**src/rtl/lsa_pkg.sv**
```systemverilog
package lsa_pkg;
  localparam int DATA_W   = 64;
  localparam int BYTE_W   = 8;
  localparam int NUM_BYTE = DATA_W / BYTE_W;
  localparam int NUM_BLK  = 10;

  // block widths grow linearly: 1, 3, 4, 5 ... 11
  function automatic int blk_width(input int n);
    return (n == 0) ? 1 : n + 2;
  endfunction

  function automatic int blk_base(input int n);
    int acc;
    acc = 0;
    for (int j = 0; j < n; j++) acc += blk_width(j);
    return acc;
  endfunction

  // byte boundary index held inside block n (0: none)
  function automatic int blk_cut_idx(input int n);
    int pos;
    for (int i = 0; i < blk_width(n); i++) begin
      pos = blk_base(n) + i;
      if ((pos % BYTE_W == 0) && (pos != 0)) return pos / BYTE_W;
    end
    return 0;
  endfunction

  function automatic int blk_cut_ofs(input int n);
    int pos;
    for (int i = 0; i < blk_width(n); i++) begin
      pos = blk_base(n) + i;
      if ((pos % BYTE_W == 0) && (pos != 0)) return i;
    end
    return 0;
  endfunction
endpackage

```
**src/rtl/lsa_cut_decode.sv**
```systemverilog
module lsa_cut_decode #(
  parameter int NUM_BYTE = 8
) (
  input  logic                  part0,
  input  logic                  part1,
  output logic [NUM_BYTE-1:1]   cut_o
);
  localparam int HALF = NUM_BYTE / 2;
  localparam int QUAR = NUM_BYTE / 4;

  for (genvar k = 1; k < NUM_BYTE; k++) begin : g_bnd
    if (k % HALF == 0) begin : g_w32
      assign cut_o[k] = ~(part0 & part1);
    end else if (k % QUAR == 0) begin : g_w16
      assign cut_o[k] = ~part1;
    end else begin : g_w8
      assign cut_o[k] = ~part0 & ~part1;
    end
  end
endmodule

```
**src/rtl/lsa_bit_cell.sv**
```systemverilog
module lsa_bit_cell (
  input  logic a_i,
  input  logic b_i,
  input  logic c_i,
  output logic s_o,
  output logic c_o,
  output logic p_o
);
  logic both, either;
  assign both   = a_i & b_i;
  assign either = a_i | b_i;
  assign p_o    = a_i ^ b_i;
  assign s_o    = p_o ^ c_i;
  assign c_o    = c_i ? either : both;
endmodule

```
**src/rtl/lsa_skip_block.sv**
```systemverilog
module lsa_skip_block #(
  parameter int W       = 4,
  parameter bit HAS_CUT = 1'b0,
  parameter int CUT_OFS = 0,
  localparam int NOUT   = HAS_CUT ? 2 : 1
) (
  input  logic [W-1:0]    a_i,
  input  logic [W-1:0]    b_i,
  input  logic            cin_i,
  input  logic            cut_i,
  output logic [W-1:0]    s_o,
  output logic [NOUT-1:0] cy_o
);
  logic [W-1:0] prev_c, ci, co, prop;
  logic         skip;

  for (genvar i = 0; i < W; i++) begin : g_bit
    if (i == 0) begin : g_first
      assign prev_c[i] = cin_i;
    end else begin : g_next
      assign prev_c[i] = co[i-1];
    end
    if (HAS_CUT && (i == CUT_OFS)) begin : g_cut
      assign ci[i] = cut_i ? 1'b0 : prev_c[i];
    end else begin : g_pass
      assign ci[i] = prev_c[i];
    end
    lsa_bit_cell u_cell (
      .a_i(a_i[i]), .b_i(b_i[i]), .c_i(ci[i]),
      .s_o(s_o[i]), .c_o(co[i]), .p_o(prop[i])
    );
  end

  assign skip    = &prop;
  assign cy_o[0] = (skip & ~cut_i) ? cin_i : co[W-1];

  if (HAS_CUT) begin : g_tap
    assign cy_o[NOUT-1] = prev_c[CUT_OFS];
  end
endmodule

```
**src/rtl/lane_split_adder.sv**
```systemverilog
module lane_split_adder
  import lsa_pkg::*;
(
  input  logic                clk,
  input  logic                rst,
  input  logic                part0,
  input  logic                part1,
  input  logic [DATA_W-1:0]   op_a,
  input  logic [DATA_W-1:0]   op_b,
  input  logic                carry_in,
  output logic [DATA_W-1:0]   sum_q,
  output logic [NUM_BYTE-1:0] lane_co_q
);
  logic [NUM_BYTE-1:1] cut_vec;
  logic [NUM_BLK:0]    blk_c;
  logic [DATA_W-1:0]   sum_d;
  logic [NUM_BYTE-1:0] byte_co, lane_end;

  lsa_cut_decode #(.NUM_BYTE(NUM_BYTE)) u_dec (
    .part0(part0), .part1(part1), .cut_o(cut_vec)
  );

  assign blk_c[0] = carry_in;

  for (genvar n = 0; n < NUM_BLK; n++) begin : g_blk
    localparam int W  = blk_width(n);
    localparam int B  = blk_base(n);
    localparam int K  = blk_cut_idx(n);
    localparam int O  = blk_cut_ofs(n);
    localparam bit HC = (K != 0);
    localparam int NO = HC ? 2 : 1;
    logic          cut_sel;
    logic [NO-1:0] cy;

    if (HC) begin : g_c
      assign cut_sel    = cut_vec[K];
      assign byte_co[K-1] = cy[NO-1];
    end else begin : g_n
      assign cut_sel = 1'b0;
    end

    lsa_skip_block #(.W(W), .HAS_CUT(HC), .CUT_OFS(O)) u_blk (
      .a_i(op_a[B +: W]), .b_i(op_b[B +: W]), .cin_i(blk_c[n]),
      .cut_i(cut_sel), .s_o(sum_d[B +: W]), .cy_o(cy)
    );
    assign blk_c[n+1] = cy[0];
  end

  assign byte_co[NUM_BYTE-1] = blk_c[NUM_BLK];

  for (genvar k = 0; k < NUM_BYTE; k++) begin : g_end
    if (k == NUM_BYTE - 1) begin : g_top
      assign lane_end[k] = 1'b1;
    end else begin : g_mid
      assign lane_end[k] = cut_vec[k+1];
    end
  end

  always_ff @(posedge clk) begin
    if (rst) begin
      sum_q     <= '0;
      lane_co_q <= '0;
    end else begin
      sum_q     <= sum_d;
      lane_co_q <= byte_co & lane_end;
    end
  end
endmodule

```
**config.mk**
```make
export PLATFORM = sky130hd
export DESIGN_NAME = lane_split_adder
export DESIGN_NICKNAME = d
export VERILOG_FILES = /design/src/rtl/lsa_pkg.sv /design/src/rtl/lsa_cut_decode.sv /design/src/rtl/lsa_bit_cell.sv /design/src/rtl/lsa_skip_block.sv /design/src/rtl/lane_split_adder.sv
export SDC_FILE = /design/constraint.sdc
export NUM_CORES = 1
export LEC_CHECK = 0
export BUFFER_PORTS_ARGS = -buffer_cell sky130_fd_sc_hd__buf_2
export CAP_MARGIN = 10
export CORE_AREA = 4 4 115 199
export CTS_BUF_LIST = sky130_fd_sc_hd__clkbuf_8
export DETAILED_ROUTE_END_ITERATION = 8
export DIE_AREA = 0 0 119 203
export PLACE_DENSITY = 0.66
export SLEW_MARGIN = 20
export SYNTH_ARGS = -nofsm -noshare
export SYNTH_HDL_FRONTEND = slang
export SYNTH_SLANG_ARGS = --single-unit
export TNS_END_PERCENT = 5
```
**constraint.sdc**
```tcl
create_clock -name clk -period 12.3 [get_ports clk]
set_input_delay 1.845 -clock clk [delete_from_list [all_inputs] [get_ports clk]]
set_output_delay 1.845 -clock clk [all_outputs]
set_load 0.1 [all_outputs]
```
### Word-level counts from Yosys, hierarchy flattened

Cells that the tools add are included.

* flip-flop bits (word level): 72
* input port bits: 133
* output and inout bits: 72
* word-level logic and storage cells: 362

* muxes and demuxes: 81
* bitwise operators: 270
* reductions and logical operators: 9

Operators by type and width (number)
* 1-bit XOR: 128
* 1-bit two-way mux: 81
* 1-bit bitwise AND: 73
* 1-bit OR: 64
* 11-bit AND reduction: 1
* 10-bit AND reduction: 1
* 9-bit AND reduction: 1
* 8-bit bitwise AND: 1
* 8-bit AND reduction: 1
* 7-bit AND reduction: 1
* 6-bit AND reduction: 1
* 5-bit AND reduction: 1
* 1-bit NOT: 4
* 4-bit AND reduction: 1
* 3-bit AND reduction: 1

### Logic depth before layout (Yosys ltp)

Gate-level depths: netlist (run 1).

* depth in word-level cells: 83
* mapped depth: 34
* depth with buffers taken out: 34

### Modules after synthesis

A second synthesis (run 1) with hierarchy kept.

* cell total of the unflattened synthesis: 659
* area total of the unflattened synthesis: 5977.0 µm²

By module, submodules not included
* lsa_bit_cell: instances 64, cells an instance 7, area each 55.1 µm², seq. area each 0.0 µm²
* lane_split_adder: instances 1, cells an instance 152, area each 1950.6 µm², seq. area each 1441.4 µm²
* lsa_skip_block (g_blk[9].u_blk): instances 1, cells an instance 7, area each 77.6 µm², seq. area each 0.0 µm²
* lsa_skip_block (g_blk[8].u_blk): instances 1, cells an instance 7, area each 76.3 µm², seq. area each 0.0 µm²
* lsa_skip_block (g_blk[7].u_blk): instances 1, cells an instance 7, area each 56.3 µm², seq. area each 0.0 µm²
* lsa_skip_block (g_blk[6].u_blk): instances 1, cells an instance 7, area each 51.3 µm², seq. area each 0.0 µm²
* lsa_skip_block (g_blk[5].u_blk): instances 1, cells an instance 6, area each 46.3 µm², seq. area each 0.0 µm²
* lsa_skip_block (g_blk[4].u_blk): instances 1, cells an instance 6, area each 45.0 µm², seq. area each 0.0 µm²
* lsa_skip_block (g_blk[3].u_blk): instances 1, cells an instance 5, area each 43.8 µm², seq. area each 0.0 µm²
* lsa_cut_decode: instances 1, cells an instance 7, area each 41.3 µm², seq. area each 0.0 µm²
* lsa_skip_block (g_blk[2].u_blk): instances 1, cells an instance 3, area each 23.8 µm², seq. area each 0.0 µm²
* lsa_skip_block (g_blk[0].u_blk): instances 1, cells an instance 2, area each 21.3 µm², seq. area each 0.0 µm²
* lsa_skip_block (g_blk[1].u_blk): instances 1, cells an instance 2, area each 20.0 µm², seq. area each 0.0 µm²

### Least setup slack after synthesis (run 1)

No wires, ideal clock.

* kind: input -> register
* from: input port op_a[0]
* to: register sum_q[63]
* setup time: 123 ps
* arrival: 10194 ps
* data required time: 12177 ps
* slack: 1983 ps
* stages on the path: 34
* path buffers: 0
* path through: inv_1 fa_1 and2b_1 a211o_1 o211a_1 o211a_1 o31a_4 o31a_2 nor2_4 mux2i_2 mux2i_1 mux2_2 o21ai_1 nand3_1 a22oi_4 mux2i_4 mux2i_4 mux2i_4 mux2i_2 a21oi_1 o211a_1 o2111ai_1 nand3_2 nor2_4 mux2_4 a31oi_2 o32ai_4 o22a_1 or2_1 nor2_2 a21oi_1 nor3_2 o32a_1 mux2_1

* cells in the longest elaborated chain, start to end: 81
* elaborated cells on any way between the ends: 83
* those cells by class: mux: 79; bitwise: 4

RTL lines
* from (decl): RTL line lane_split_adder.sv:8 `input logic [DATA_W-1:0] op_a,`
* 1-bit bitwise AND or 1-bit OR (tied branches): RTL line lsa_bit_cell.sv:10, lsa_bit_cell.sv:11
* 1-bit two-way mux: RTL line lsa_bit_cell.sv:14 `assign c_o = c_i ? either : both;`
* 1-bit two-way mux (*): RTL line lsa_skip_block.sv:35 `assign cy_o[0] = (skip & ~cut_i) ? cin_i : co[W-1];`
* 1-bit two-way mux (3 in a row): RTL line lsa_bit_cell.sv:14
* 1-bit two-way mux (*): RTL line lsa_skip_block.sv:35
* 1-bit two-way mux (4 in a row): RTL line lsa_bit_cell.sv:14
* 1-bit two-way mux (*): RTL line lsa_skip_block.sv:35
* 1-bit two-way mux: RTL line lsa_skip_block.sv:24 `assign ci[i] = cut_i ? 1'b0 : prev_c[i];`
* [... 44 more ...]
* 1-bit two-way mux (5 in a row): RTL line lsa_bit_cell.sv:14
* 1-bit two-way mux: RTL line lsa_skip_block.sv:24
* 1-bit two-way mux (5 in a row): RTL line lsa_bit_cell.sv:14
* 1-bit two-way mux (*): RTL line lsa_skip_block.sv:35
* 1-bit two-way mux (*) (3 in a row): RTL line lsa_bit_cell.sv:14
* 1-bit two-way mux (*): RTL line lsa_skip_block.sv:24
* 1-bit two-way mux (*) (7 in a row): RTL line lsa_bit_cell.sv:14
* 1-bit XOR (*): RTL line lsa_bit_cell.sv:13 `assign s_o = p_o ^ c_i;`
* to (signal assigned): RTL line lane_split_adder.sv:64 `sum_q <= sum_d;`
* to (decl): RTL line lane_split_adder.sv:11 `output logic [DATA_W-1:0] sum_q,`

Mark *: on every way between the ends. The rest lies on a longest branch, timed or not.
A chain may end at the register's enable or synchronous reset.

### Worst setup path after layout (run 1)

Ends and elaborated chain as after synthesis.

==> impl_metrics.ini, run 1 <==
[outcome]
run_status = finished, final reports clean

[setup_path]
crit_family = compound AO/OA/AOI/OAI gates
worst-path-buf-inv = 2
timing.critical_path.fanout_max = 7
crit_required_ps = 12560
timing.critical_path.slowest_cell_delay_ps = 550
slowest_stage = fa_1
timing.critical_path.to_type = register
critical_path.startpoint_type = input pin
cp.arrival_ps = 11360
criticalPathCategory = input pin to register

[final_layout]
final_cell_mix = buf_2, inv_1, ha_1
final_net_count = 1407
flow.area_growth_from_synthesis_pct = 20.8
post_route_cells_drive_above_1_share = 0.229
mostFrequentLayoutCell = buf_2
n_fill_cell = 2232

[cts]
clk_pin_slew_worst_paths_ps = 80
cts_tree = yes
cts_root_buf = clkbuf_8
holdBufCountCts = 0
cts-root-to-sink-buffers = 2
cts-buffers-inserted = 9
cts_htree_levels = 3
postCtsSetupBuffers = 0
cts_resized = 0
cts.sink_count = 72

[routing]
vias_per_cell = 4.83
topRoutingLayerUsed = met5
ant_nets = 0
met3RoutedLength_um = 900
drt_first_iter_violations = 265
vias = 6993
drt_wl_total_mm = 21.1
drt-wirelength-per-cell_um = 14.6
met1_length_mm = 7.43
route.detailed.drc = 0
met2RoutedLength_mm = 12.0
drt_pre_antenna_iters = 6

[global_routing]
number_of_antenna_violations_at_the_first_check_in_global_routing = 5
grt_pass1_wl_mm = 33.5
first_global_vias = 7083
global_route.overflow_total = 0
maximum_number_of_pins_on_one_net_before_global_route_repair = 74
gr-usage-all-layers = 0.173

[logic_synthesis]
synthFlopType = dfxtp_1
syn_avg_cell_area_um2 = 7.76
synth_sequential_area_ratio = 0.197
asyncSetResetFlopFracSynth = 0
syn-cell-area_mm2 = 0.00731
count_of_distinct_cell_types_in_the_synthesized_netlist = 84
postSynthCellCount = 941
synthesis.yosys.warnings = 0
synth_fp_nets = 1201
ys_seq_elements = 72
synth-edff-count = 0

[sta]
final_max_slew_viol_count = 0
finalSetupViolations = 0
final_hold_vios = 0
layout_worst_path_cycle_share = 0.903
max_clock_freq_mhz = 90.1
layout_min_cycle_time_ps = 11100
grt_setup_unrepaired = no
setup-tns-final_ps = 0
worst-slew-pin-transition_ps = 930
slew-limit-headroom = 0.375

[floorplan]
ioPinCount = 205
dieWidth_um = 119
initial_core_util = 0.341
row_count = 71
fp.dieH_um = 203
coreArea_mm2 = 0.0214
floorplan.die_area_mm2 = 0.0242

[flow_run]
max-cap-violations = 0

[power]
vdd.ir_drop.worst_uv = 96.0
power_leakage_uw = 0.00463
total_power_uw = 1220
power_density_mw_per_mm2 = 138

[place]
placement.io_buffers = 204
gp_routability_congestion = 0.888
detailed_place_hpwl_mm = 17.9

[worst_hold_path]
min-delay-path-class = input pin to register
-- cell usage after synthesis, drive strengths merged, types with 3 or more instances --
cell / count / area (µm²)
o221ai: 4 / 41.3
a31oi: 9 / 62.6
nor3: 23 / 140
xor2: 22 / 193
clkbuf: 9 / 33.8
a211oi: 9 / 67.6
and2: 6 / 37.5
a21oi: 39 / 206
a211o: 5 / 43.8
nand2b: 4 / 25.0
nor3b: 3 / 22.5
dfxtp: 72 / 1440
nand3: 20 / 105
or3: 10 / 62.6
mux2: 7 / 86.3
or2: 14 / 87.6
inv: 149 / 559
xnor2: 39 / 342
o31ai: 6 / 58.8
nor2: 125 / 487
and4: 3 / 28.8
o211a: 5 / 50.1
nand4: 11 / 68.8
o211ai: 7 / 52.6
mux2i: 24 / 285
and3: 8 / 56.3
a2111oi: 5 / 43.8
nor2b: 15 / 93.8
o21a: 5 / 37.5
o31a: 3 / 36.3
buf: 3 / 11.3
ha: 126 / 1580
o21ai: 54 / 282
nand2: 64 / 245
-- routing by layer --
layer  up-vias  track usage
li1       3563            -
met1      3224        0.159
met2       157        0.354
met3        47       0.0298
met4         2       0.0821
met5         -            0
-- flip-flops by register name, summed over array words and instances, names as in the netlist --
signal and count:
lane_co_q 8, sum_q 64
-- power breakdown --
group,switching [µW],internal (µW)
Sequential,11.5,278
Clock,92.9,68.3
Combinational,569,200
-- stage by stage --
step | instance area (µm²) | cells | hold WS, ps | utilization | setup WS (ps)
after detailed placement | 8670 | 1428 | 2110 | 0.405 | 879
final | 8830 | 1447 | 1720 | 0.412 | 1200
after global placement | 8670 | 1428 | 2110 | 0.405 | 1210
after floorplan | 7310 | 941 | 1950 | - | 1980
after CTS | 8820 | 1443 | 1700 | 0.412 | 1270
after global routing | 8830 | 1447 | 1710 | 0.412 | 646
-- area by class of cell --
type	count	area (µm²)	share of cell area
sequential	72	1440	0.163
inverter	149	559	0.0634
clock buffer	9	124	0.0140
antenna	4	10.0	0.00113
clock inverter	6	23.8	0.00269
multi-input combinational	708	5260	0.596
tap	292	365	0.0414
timing repair buffer	207	1040	0.118
-- logic make-up after synthesis --
group | Yosys count | share of synthesized area
fa+ha+maj | 127 | 0.219
simple gates | 316 | 0.212
buf+inv | 161 | 0.0827
compound gates | 173 | 0.165
xor+xnor | 61 | 0.0731
mux | 31 | 0.0509
flops | 72 | 0.197
-- path summary, 6_finish.rpt --
| check | start | endpoint | depth (start not counted) |
|---|---|---|---|
| setup / recovery | op_a[0] | sum_q[63] | 35 |
| hold / removal | part0 | lane_co_q[3] | 2 |
Note: power is estimated with default switching activity, not from simulation.
==> run 2: changes to the inputs <==
--- a/config.mk
+++ b/config.mk
@@ -7,10 +7,10 @@
 export LEC_CHECK = 0
 export BUFFER_PORTS_ARGS = -buffer_cell sky130_fd_sc_hd__buf_2
 export CAP_MARGIN = 10
-export CORE_AREA = 4 4 115 199
+export CORE_AREA = 2 2 113 197
 export CTS_BUF_LIST = sky130_fd_sc_hd__clkbuf_8
 export DETAILED_ROUTE_END_ITERATION = 8
-export DIE_AREA = 0 0 119 203
+export DIE_AREA = 0 0 115 199
 export PLACE_DENSITY = 0.66
 export SLEW_MARGIN = 20
 export SYNTH_ARGS = -nofsm -noshare
==> impl_metrics.ini, run 2 (synthesized netlist as in run 1, its figures left out) <==
[outcome]
run_status = finished, final reports clean

[setup_path]
criticalPathCategory = input pin to register
timing.critical_path.fanout_max = 7
timing.critical_path.slowest_cell_delay_ps = 550
crit_required_ps = 12570
timing.critical_path.to_type = register
timing.critical_path.to = sum_q[63]
cp.arrival_ps = 11280
slowest_stage = fa_1
critical_path.startpoint_type = input pin
setup.worst_path.start = op_a[0]

[flow_run]
max-cap-violations = 0

[final_layout]
flip_flop_count_of_the_largest_register_after_layout = 64
layout.core_utilization = 0.416
flow.area_growth_from_synthesis_pct = 21.4
n_fill_cell = 2225
final_cell_mix = buf_2, inv_1, ha_1
mostFrequentLayoutCell = buf_2
stdcell_count = 1408
leading_registers_by_flop_count = sum_q: 64 flops, lane_co_q: 8 flops
final_net_count = 1407
regMostFlops = sum_q
post_route_cells_drive_above_1_share = 0.234

[global_routing]
grt_pass1_wl_mm = 33.1
first_global_vias = 7080
maximum_number_of_pins_on_one_net_before_global_route_repair = 74
global_route.overflow_total = 0
gr-usage-all-layers = 0.184
number_of_antenna_violations_at_the_first_check_in_global_routing = 2

[place]
detailed_place_hpwl_mm = 17.7
gp_routability_congestion = 0.906
dp_cells = 1391
placement.io_buffers = 204

[cts]
holdBufCountCts = 0
cts_tree = yes
postCtsSetupBuffers = 0
cts.sink_count = 72
cts-buffers-inserted = 9
cts_resized = 0
cts_root_buf = clkbuf_8
cts-root-to-sink-buffers = 2
cts_htree_levels = 3
clk_pin_slew_worst_paths_ps = 90

[power]
power_density_mw_per_mm2 = 147
power_leakage_uw = 0.00464
vdd.ir_drop.worst_uv = 114

[sta]
layout_worst_path_cycle_share = 0.895
grt_setup_unrepaired = no
final_hold_vios = 0
layout_min_cycle_time_ps = 11010
final_max_slew_viol_count = 0
finalSetupViolations = 0
slew-limit-headroom = 0.433
max_clock_freq_mhz = 90.9
hold_ws_ps = 1720
setup-tns-final_ps = 0
worst-slew-pin-transition_ps = 826

[floorplan]
dieWidth_um = 115
fp.dieH_um = 199
ioPinCount = 205
floorplan.die_area_mm2 = 0.0229
row_count = 71
coreArea_mm2 = 0.0213
initial_core_util = 0.343

[routing]
vias_per_cell = 4.96
drt_wl_total_mm = 20.9
drt-wirelength-per-cell_um = 14.9
vias = 6978
drt_pre_antenna_iters = 5
ant_nets = 0
route.detailed.drc = 0
drt_first_iter_violations = 226

[worst_hold_path]
worstHoldStart = part0
min-delay-path-class = input pin to register
==> run 2: critical path: cells and delay by family <==
family | cells | cell delay [ps]
multiplexers | 9 | 3210
adder cells (fa/ha/maj) | 1 | 550
AO/OA/AOI/OAI | 15 | 3920
buffers and inverters | 2 | 110
AND/OR/NAND/NOR | 8 | 1630
==> run 2: worst min-delay path by stage <==
stage	endpoint	slack, ps	cells past startpoint
final	lane_co_q[3]	1720	2
after global routing	lane_co_q[3]	1720	2
after CTS	lane_co_q[3]	1690	2
after detailed placement	lane_co_q[3]	2110	2
after global placement	lane_co_q[3]	2110	2
after floorplan	lane_co_q[3]	1950	1
==> run 2: per-stage QoR <==
step | area, µm² | power (µW) | worst slack [ps]
after global routing | 8870 | 1370 | 750
after global placement | 8620 | 1060 | 1270
final | 8870 | 1300 | 1290
after floorplan | 7310 | 919 | 1980
after detailed placement | 8620 | 1070 | 929
after CTS | 8870 | 1310 | 1330
==> run 2: final cells by class <==
class	count	area [µm²]	share of cell area
clock buffers	10	138	0.0155
inverters	149	559	0.0630
multi-input cells	708	5260	0.593
clock inverters	5	105	0.0118
repair buffers	207	1040	0.118
well taps	255	319	0.0360
flip-flops and latches	72	1440	0.162
diodes	2	5.00	0.000564
==> run 2: metal layers <==
metal / up-vias / GRT usage / share of wire
met2: 179 / 0.362 / 0.56
li1: 3565 / - / -
met5: - / 0 / 0
met3: 44 / 0.0238 / 0.037
met4: 0 / 0.106 / 0.047
met1: 3190 / 0.178 / 0.36
==> run 2: power breakdown <==
| part | switching, µW | leakage, µW | internal (µW) |
|---|---|---|---|
| sequential | 12.2 | 0.000599 | 278 |
| combinational | 569 | 0.00393 | 200 |
| clock | 102 | 0.000115 | 139 |
| total | 683 | 0.00464 | 617 |
==> run 3: changes to the inputs <==
--- a/config.mk
+++ b/config.mk
@@ -11,6 +11,7 @@
 export CTS_BUF_LIST = sky130_fd_sc_hd__clkbuf_8
 export DETAILED_ROUTE_END_ITERATION = 8
 export DIE_AREA = 0 0 115 199
+export MAX_ROUTING_LAYER = met4
 export PLACE_DENSITY = 0.66
 export SLEW_MARGIN = 20
 export SYNTH_ARGS = -nofsm -noshare
==> impl_metrics.ini, run 3 (synthesized netlist as in run 1, its figures left out) <==
[outcome]
run_status = finished, final reports clean

[power]
switching_share = 0.551
p_clk_frac = 0.138
power_density_mw_per_mm2 = 140
share_comb_of_total_power = 0.626
vdd.ir_drop.worst_uv = 104
power.switching_uw = 677
power_leakage_uw = 0.00461
seq_power_share = 0.236
internal_power_uw = 552
total_power_uw = 1230

[final_layout]
flow.area_growth_from_synthesis_pct = 20.1
post_route_cells_drive_above_1_share = 0.232
leading_registers_by_flop_count = sum_q: 64 flops, lane_co_q: 8 flops
final_cell_mix = buf_2, inv_1, ha_1
regMostFlops = sum_q
flip_flop_count_of_the_largest_register_after_layout = 64
mostFrequentLayoutCell = buf_2
stdcell_count = 1405
final_net_count = 1407

[sta]
worst-slew-pin-transition_ps = 827
finalSetupViolations = 0
grt_setup_unrepaired = no
layout_worst_path_cycle_share = 0.897
slew-limit-headroom = 0.449
final_max_slew_viol_count = 0
final_hold_vios = 0
max_clock_freq_mhz = 90.7
layout_min_cycle_time_ps = 11030
setup-tns-final_ps = 0

[cts]
postCtsSetupBuffers = 0
clk_pin_slew_worst_paths_ps = 80
cts_tree = yes
cts_root_buf = clkbuf_8
cts.sink_count = 72
cts-root-to-sink-buffers = 2
cts_htree_levels = 3
holdBufCountCts = 0
cts-buffers-inserted = 9
cts_resized = 0

[routing]
drt_wl_total_mm = 21.0
vias_per_cell = 4.98
drt_pre_antenna_iters = 5
vias = 6995
route.detailed.drc = 0
ant_nets = 0
drt-wirelength-per-cell_um = 14.9
drt_first_iter_violations = 268

[setup_path]
timing.critical_path.fanout_max = 7
slowest_stage = fa_1
setup.worst_path.start = op_a[0]
criticalPathCategory = input pin to register
timing.critical_path.slowest_cell_delay_ps = 560
crit_required_ps = 12560
timing.critical_path.to = sum_q[63]
critical_path.startpoint_type = input pin
timing.critical_path.to_type = register
cp.arrival_ps = 11290

[worst_hold_path]
min-delay-path-class = input pin to register
worstHoldStart = part0

[floorplan]
coreArea_mm2 = 0.0213
ioPinCount = 205
fp.dieH_um = 199
floorplan.die_area_mm2 = 0.0229
row_count = 71
initial_core_util = 0.343
dieWidth_um = 115

[global_routing]
maximum_number_of_pins_on_one_net_before_global_route_repair = 74
number_of_antenna_violations_at_the_first_check_in_global_routing = 1
grt_pass1_wl_mm = 33.2
first_global_vias = 7042
gr-usage-all-layers = 0.191
global_route.overflow_total = 0

[place]
dp_cells = 1391
placement.io_buffers = 204
detailed_place_hpwl_mm = 17.5
gp_routability_congestion = 0.935

[flow_run]
max-cap-violations = 0
run 3: cell type report:
| class | count | area, µm² |
|---|---|---|
| clock inverter | 2 | 10.0 |
| multi-input combinational | 708 | 5260 |
| inverter | 149 | 559 |
| antenna | 2 | 5.00 |
| timing repair buffer | 207 | 1040 |
| clock buffer | 10 | 138 |
| fill | 2186 | 12500 |
| sequential | 72 | 1440 |
| tap | 255 | 319 |
run 3: worst min-delay path by stage:
stage                   end  slack [ps]  cells past startpoint
3_3_place_gp   lane_co_q[3]        2110                      2
2_1_floorplan  lane_co_q[3]        1950                      1
5_1_grt        lane_co_q[3]        1710                      2
3_5_place_dp   lane_co_q[3]        2110                      2
4_1_cts        lane_co_q[3]        1680                      2
6_report       lane_co_q[3]        1710                      2
run 3: power groups by stage:
stage	registers, µW	logic (µW)	clock network, µW
floorplan	625	294	0
global placement	297	765	0
detailed placement	296	769	0
CTS	291	772	182
global route	295	821	188
finish	290	769	170
run 3: through the flow:
stage | worst slack [ps] | hold WS, ps | util | area, µm²
5_1_grt | 765 | 1710 | 0.412 | 8770
6_report | 1270 | 1710 | 0.412 | 8780
3_3_place_gp | 1280 | 2110 | 0.404 | 8620
2_1_floorplan | 1980 | 1950 | - | 7310
4_1_cts | 1350 | 1680 | 0.411 | 8770
3_5_place_dp | 1000 | 2110 | 0.404 | 8620
run 3: layer usage:
metal	up-vias	part of all wire	global-route usage	wire length (µm)
met3	42	0.039	0.0347	824
met2	189	0.57	0.370	11900
met4	0	0.033	0.0857	687
met5	-	0	-	0
met1	3203	0.36	0.177	7560
li1	3561	-	-	-
run 3: worst max-delay path, delay by kind of cell:
| family | cells | cell delay [ps] |
|---|---|---|
| muxes | 9 | 3250 |
| buffers and inverters | 2 | 110 |
| AOI/OAI and AO/OA | 15 | 3900 |
| adders and majority gates | 1 | 560 |
| and+or+nand+nor | 8 | 1600 |
